## src/rtl/cmp_alarm_sched.sv

```systemverilog
module cmp_alarm_sched #(
  parameter int SLOTS = 8,
  parameter int CW    = 32,
  parameter int IW    = 4
) (
  input  logic             clk,
  input  logic             rst_n,
  input  logic             tick_i,
  input  logic [CW-1:0]    cnt_i,
  input  logic             wr_en_i,
  input  logic [IW-1:0]    wr_idx_i,
  input  logic [CW-1:0]    wr_tgt_i,
  input  logic             wr_arm_i,
  input  logic             dis_en_i,
  input  logic [IW-1:0]    dis_idx_i,
  input  logic             no_sched_i,
  output logic [SLOTS-1:0] match_o
);

  localparam logic [CW-1:0] ONE = CW'(1);
  localparam logic [CW-1:0] TWO = CW'(2);
  localparam logic [IW-1:0] LIM = IW'(SLOTS);

  logic [CW-1:0]    tgt_q [SLOTS];
  logic [CW-1:0]    tgt_n [SLOTS];
  logic [SLOTS-1:0] en_q, en_n, hit_vec, match_q;
  logic [CW-1:0]    sched_q, sched_n, cur1, best_d, best_t;
  logic             hit, wr_ok, dis_ok, found, resched;

  assign hit     = tick_i && (cnt_i == sched_q + ONE);
  assign wr_ok   = wr_en_i && (wr_idx_i < LIM);
  assign dis_ok  = dis_en_i && (dis_idx_i < LIM);
  assign cur1    = cnt_i + ONE;
  assign resched = hit || ((wr_ok || dis_ok) && !no_sched_i);
  assign match_o = match_q;

  for (genvar g = 0; g < SLOTS; g++) begin : g_hit
    assign hit_vec[g] = hit && en_q[g] && (tgt_q[g] == sched_q);
  end

  always_comb begin
    en_n = en_q & ~hit_vec;
    for (int i = 0; i < SLOTS; i++) begin
      tgt_n[i] = tgt_q[i];
      if (wr_ok && wr_idx_i == IW'(i)) begin
        tgt_n[i] = wr_tgt_i;
        en_n[i]  = wr_arm_i;
      end
      if (dis_ok && dis_idx_i == IW'(i)) en_n[i] = 1'b0;
    end
  end

  always_comb begin : pick
    logic [CW-1:0] d;
    d      = '0;
    best_d = '1;
    best_t = '0;
    found  = 1'b0;
    for (int i = 0; i < SLOTS; i++) begin
      d = tgt_n[i] - cur1;
      if (en_n[i] && d <= best_d) begin
        best_d = d;
        best_t = tgt_n[i];
        found  = 1'b1;
      end
    end
    sched_n = found ? best_t : cur1 - TWO;
  end

  always_ff @(posedge clk) begin
    if (!rst_n) begin
      en_q    <= '0;
      sched_q <= '1;
      match_q <= '0;
      for (int i = 0; i < SLOTS; i++) tgt_q[i] <= '0;
    end else begin
      en_q    <= en_n;
      tgt_q   <= tgt_n;
      match_q <= hit_vec;
      if (resched && cnt_i != sched_q) sched_q <= sched_n;
    end
  end

  a_r1_bad_index: assert property (@(posedge clk) disable iff (!rst_n)
    (wr_en_i && wr_idx_i >= LIM && !dis_en_i && !tick_i) |=> ($stable(en_q) && $stable(sched_q)));

  a_r2_after_tick: assert property (@(posedge clk) disable iff (!rst_n)
    (|match_o) |-> $past(tick_i));

  a_r4_disarmed: assert property (@(posedge clk) disable iff (!rst_n)
    ((|match_o) && !$past(wr_en_i)) |-> ((match_o & en_q) == '0));

  a_r6_hold_pending: assert property (@(posedge clk) disable iff (!rst_n)
    (cnt_i == sched_q) |=> $stable(sched_q));

  a_r8_no_sched: assert property (@(posedge clk) disable iff (!rst_n)
    (no_sched_i && !tick_i) |=> $stable(sched_q));

endmodule

```

## config.mk

```make
export PLATFORM = sky130hd
export DESIGN_NAME = cmp_alarm_sched
export DESIGN_NICKNAME = d
export VERILOG_FILES = /design/src/rtl/cmp_alarm_sched.sv
export SDC_FILE = /design/constraint.sdc
export NUM_CORES = 2
export LEC_CHECK = 0
export BUFFER_PORTS_ARGS = -buffer_cell sky130_fd_sc_hd__buf_2
export CAP_MARGIN = 20
export CORE_ASPECT_RATIO = 2
export CORE_MARGIN = 2
export CORE_UTILIZATION = 40
export DETAILED_ROUTE_END_ITERATION = 7
export GPL_TIMING_DRIVEN = 0
export SYNTH_ARGS = -nofsm -noshare
export SYNTH_HDL_FRONTEND = slang
export SYNTH_SLANG_ARGS = --single-unit
```

## constraint.sdc

```tcl
create_clock -name clk -period 52.6 [get_ports clk]
set_input_delay 5.26 -clock clk [delete_from_list [all_inputs] [get_ports clk]]
set_output_delay 5.26 -clock clk [all_outputs]
set_load 0.02 [all_outputs]
```

# Word-level counts from Yosys, hierarchy flattened
# Cells that the tools add are included.
dict set report totals {
  inputBits 79
  ff_bits 304
}
dict set report op_classes {
  muxes 48
  n_eq_ne 24
  n_reduce_logical 50
  magnitude_cmp 10
  n_addsub 11
  bitwise_logic 2
}
# op n
set op_table {}
lappend op_table {{$mux 32} 24}
lappend op_table {{$eq 32x32->1} 9}
lappend op_table {{$sub 32x32->32} 8}
lappend op_table {{$le 32x32->1} 7}
lappend op_table {{$add 32x1->32 const B} 2}
lappend op_table {{$logic_and 1x1->1} 45}
lappend op_table {{$eq 4x3->1 const B} 8}
lappend op_table {{$le 32x32->1 const B} 1}
lappend op_table {{$ne 32x32->1} 1}
lappend op_table {{$sub 32x2->32 const B} 1}
lappend op_table {{$mux 1} 24}
lappend op_table {{$eq 4x2->1 const B} 4}
lappend op_table {{$and 8x8->8} 1}
lappend op_table {{$eq 4x1->1 const B} 2}
lappend op_table {{$logic_not 4->1} 2}
lappend op_table {{$lt 4x4->1 const B} 2}
lappend op_table {{$not 8->8} 1}
lappend op_table {{$logic_or 1x1->1} 2}
lappend op_table {{$logic_not 1->1} 1}

# Longest topological paths before layout
dict set report depth {
  ltp_word 33
  mapped_depth 134
}

# Worst setup path after synthesis
# Ideal clock, no wire load.
dict set report synth_path {
  path_type {input to register}
  start {input port wr_en_i}
  end {register sched_q[10]}
  path_stages 118
  n_path_buf 16
  t_required_ns 52.478
  setup_slack_ns 23.627
  arrival_ns 28.851
  setup_time_ns 0.122
  path_cell_list {nor2b_1 > nand2b_1 > nor3_1 > clkbuf_1 > mux2i_1 > inv_1 > ha_1 > o21a_1 > o31a_1 > o41a_1 > a31oi_1 > a21oi_1 > o211ai_1 > a211oi_1 > a31o_2 > a211o_1 > a21oi_1 > xnor2_1 > [... 82 more ...] > clkbuf_1 > nand2_1 > o21a_1 > ha_1 > o21a_1 > o21a_1 > o21a_1 > o21a_1 > o21ai_0 > nand2_1 > a311oi_1 > o21bai_1 > nand4bb_1 > or4_1 > buf_2 > clkbuf_1 > nor2_1 > o32a_1}
}
# item line
set synth_lines {}
lappend synth_lines {{start: declaration} 10} ;# input logic wr_en_i,
lappend synth_lines {{end signal: assignment} 80} ;# if (resched && cnt_i != sched_q) sched_q <= sched_n;
lappend synth_lines {{end: declaration} 27} ;# logic [CW-1:0] sched_q, sched_n, cur1, best_d, best_t;

==> flow_summary.yaml <==
drt:
  drcViolationCount: 0
  post_drt_via_cell_ratio: 6.81
  ant_nets: 0
  drt_iter0_drc: 5723
  routedWlPerCell_um: 40.8
  via_count: 44056
  first_pass_iters: 8
  postRouteWirelength_mm: 264
grt:
  grt_pass1_wl_mm: 359
  top_usage_layer: "met2"
  grt_max_degree: 17
  use_met2_pct: 78.9
  overflow: 0
  antenna_found_initial: 30
  first_global_vias: 41861
  grt_use_met1_pct: 51.4
  grtUsageMet3_pct: 20.6
  global_route.usage.total_pct: 52.7
clock_network:
  post_cts_buffers: 0
  clkSinkCount: 304
  root_buffer: "clkbuf_16"
  cts_tree: "done"
  holdBufCountCts: 0
  ctsResizeCount: 0
  htreeDepth: 2
  cts_buffers: 34
  clk_latency_ns: 0.61
  clockBufferDepth: 3
  clk_pin_slew_ns: 0.07
timing:
  setup_viol_count_final: 0
  skew_ns: 0.0435
  fin_tns_setup_ns: 0
  fin_crit_sh_pct: 79.1
  report.final.slew_viol_count: 0
  fmax_ghz: 0.0240
  finalHoldViolCount: 0
  slew_headroom_pct: 4.82
  rsz0062_at_grt: "no"
  period_minus_slack_ns: 41.62
  tightest_slew_ns: 1.43
  setup_ws_ns: 10.98
pwr:
  p_clk_share_pct: 26.8
  seqPwrFrac_pct: 22.9
  p_sw_uw: 491
  vdd_drop_max_mv: 0.0207
  switching_share_pct: 46.9
  combinationalPowerShare_pct: 50.3
  leakage_uw: 0.0207
  p_total_uw: 1050
  power_density_nw_per_um2: 23.8
  internal_power_uw: 556
floorplanning:
  ios: 87
  fp.dieW_um: 225
  fp.dieArea_um2: 100000
  rows: 162
  start_util_pct: 40.2
  coreArea_um2: 97100
  die_y_um: 446
critical_path:
  crit_path_max_fanout: 10
  critPathRequiredTime_ns: 53.02
  cp-start-kind: "primary input"
  crit_path_end_kind: "flop"
  crit_arrival_ns: 42.04
  slowest_stage: "a221oi_2"
  critPathKind: "primary input to flop"
  max_stage_delay_ns: 1.10
hold_path:
  hp-class: "flop to flop"
placement:
  place_ws_ns: 12.64
  placed_area_um2: 42400
  io_buffers: 75
  dp_hpwl_mm: 205
  gp_congestion: 1.11
final_layout:
  fill_cells: 10084
  fin_nets: 5727
  syn_to_final_growth_pct: 12.8
  drive_gt1_share_pct: 10.3
  fin_area_um2: 44000
synth:
  synth_ff_type: "dfxtp_1"
  synth_nets: 5537
  yosys_warnings: 0
  synthCells: 4980
  ys_seq_elements: 304
  avgSynthCellArea_um2: 7.84
  syn_area_um2: 39000
  async_reset_ff_share_pct: 0
  ys_types: 99
  synth_edf_count: 0
  ys_seq_area_share_pct: 15.6
outcome:
  status: "completed"
job:
  maxCapViolCount: 0
-- critical path: cells and delay by family --
| family | cells | cell delay, ns |
|---|---|---|
| adders and majority gates | 8 | 2.82 |
| xor gates and xnor gates | 1 | 0.39 |
| and+or+nand+nor | 36 | 9.86 |
| muxes | 4 | 1.92 |
| buffers and inverters | 20 | 7.70 |
| AOI/OAI and AO/OA | 47 | 13.92 |
-- cell type report --
type	instances	area (µm²)	share of cell area (%)
inverter	314	1180	2.68
buffer	196	838	1.90
antenna	43	108	0.244
sequential	304	6090	13.8
multi-input combinational	4166	31500	71.5
clock inverter	20	275	0.625
tap	1230	1540	3.50
timing repair buffer	154	1610	3.66
clock buffer	40	935	2.12
-- flip-flops by register name, summed over array words and instances (netlist names) --
| name | count |
|---|---|
| en_q | 8 |
| match_o | 8 |
| tgt_q | 256 |
| sched_q | 32 |
-- per-stage QoR --
| step | hold slack, ns | std cells | utilization (%) |
|---|---|---|---|
| 2_1_floorplan | 0.502 | 4980 | - |
| 3_3_place_gp | 0.523 | 6285 | 42.2 |
| 3_5_place_dp | 0.539 | 6340 | 43.7 |
| 4_1_cts | 0.553 | 6400 | 44.9 |
| 5_1_grt | 0.606 | 6430 | 45.3 |
| 6_report | 0.557 | 6467 | 45.3 |
-- metal layers --
metal	vias up	routed length (µm)
met5	-	67
met4	8	41200
met3	1526	26700
met2	3197	114000
met1	20993	81700
li1	18332	-
-- cells in the final DEF, fill, tap and decap left out, drive strengths merged, types with 103 or more instances in the layout --
| cell type | Yosys | layout |
|---|---|---|
| inv | 314 | 316 |
| ha | 470 | 470 |
| and2 | 122 | 122 |
| xor2 | 192 | 192 |
| mux2i | 296 | 296 |
| a21o | 139 | 139 |
| nor2 | 507 | 507 |
| nand2 | 258 | 258 |
| buf | 70 | 219 |
| o21ai | 184 | 184 |
| nor3 | 103 | 103 |
| nand4 | 116 | 116 |
| a21oi | 276 | 276 |
| xnor2 | 391 | 391 |
| mux2 | 147 | 147 |
| clkbuf | 126 | 171 |
| dfxtp | 304 | 304 |
| nand3 | 115 | 115 |
-- worst paths after layout --
path / start / end / slack (ns) / depth (start not counted)
worst max-delay path: wr_en_i / sched_q[21] / 10.98 / 116
worst min-delay path: tgt_q[23] / tgt_q[23] / 0.56 / 2
worst max register to register: sched_q[5] / sched_q[21] / 16.80 / 107
worst min register to register: tgt_q[23] / tgt_q[23] / 0.56 / 2
-- cell families (layout without fill, tap and decap cells) --
kind of cell    count (synthesis)  count (layout)  share of synthesized area, %
fa+ha+maj                     478             478                          15.5
mux                           443             443                          11.9
simple gates                 1606            1606                          20.7
other cells                     0              43                             0
flops                         304             304                          15.6
xor+xnor                      583             583                          13.1
compound gates               1056            1056                          18.2
buf+inv                       510             724                          5.09
-- power groups by stage --
stage / logic [µW] / clock network [µW] / registers, µW
2_1_floorplan: 270 / 0 / 244
3_3_place_gp: 466 / 0 / 245
3_5_place_dp: 482 / 0 / 245
4_1_cts: 485 / 275 / 240
5_1_grt: 542 / 283 / 240
6_report: 527 / 281 / 240
-- synth_stat cells (125+ instances only) --
| cell | count | area (µm²) |
|---|---|---|
| o21ai_0 | 171 | 856 |
| nand2_1 | 257 | 965 |
| nor2_1 | 507 | 1900 |
| ha_1 | 470 | 5880 |
| mux2i_1 | 296 | 2960 |
| a21oi_1 | 275 | 1380 |
| inv_1 | 311 | 1170 |
| clkbuf_1 | 125 | 469 |
| xnor2_1 | 391 | 3420 |
| xor2_1 | 192 | 1680 |
| mux2_2 | 144 | 1620 |
| a21o_1 | 139 | 1040 |
| dfxtp_1 | 304 | 6090 |
Note: power is estimated with default switching activity, not from simulation.
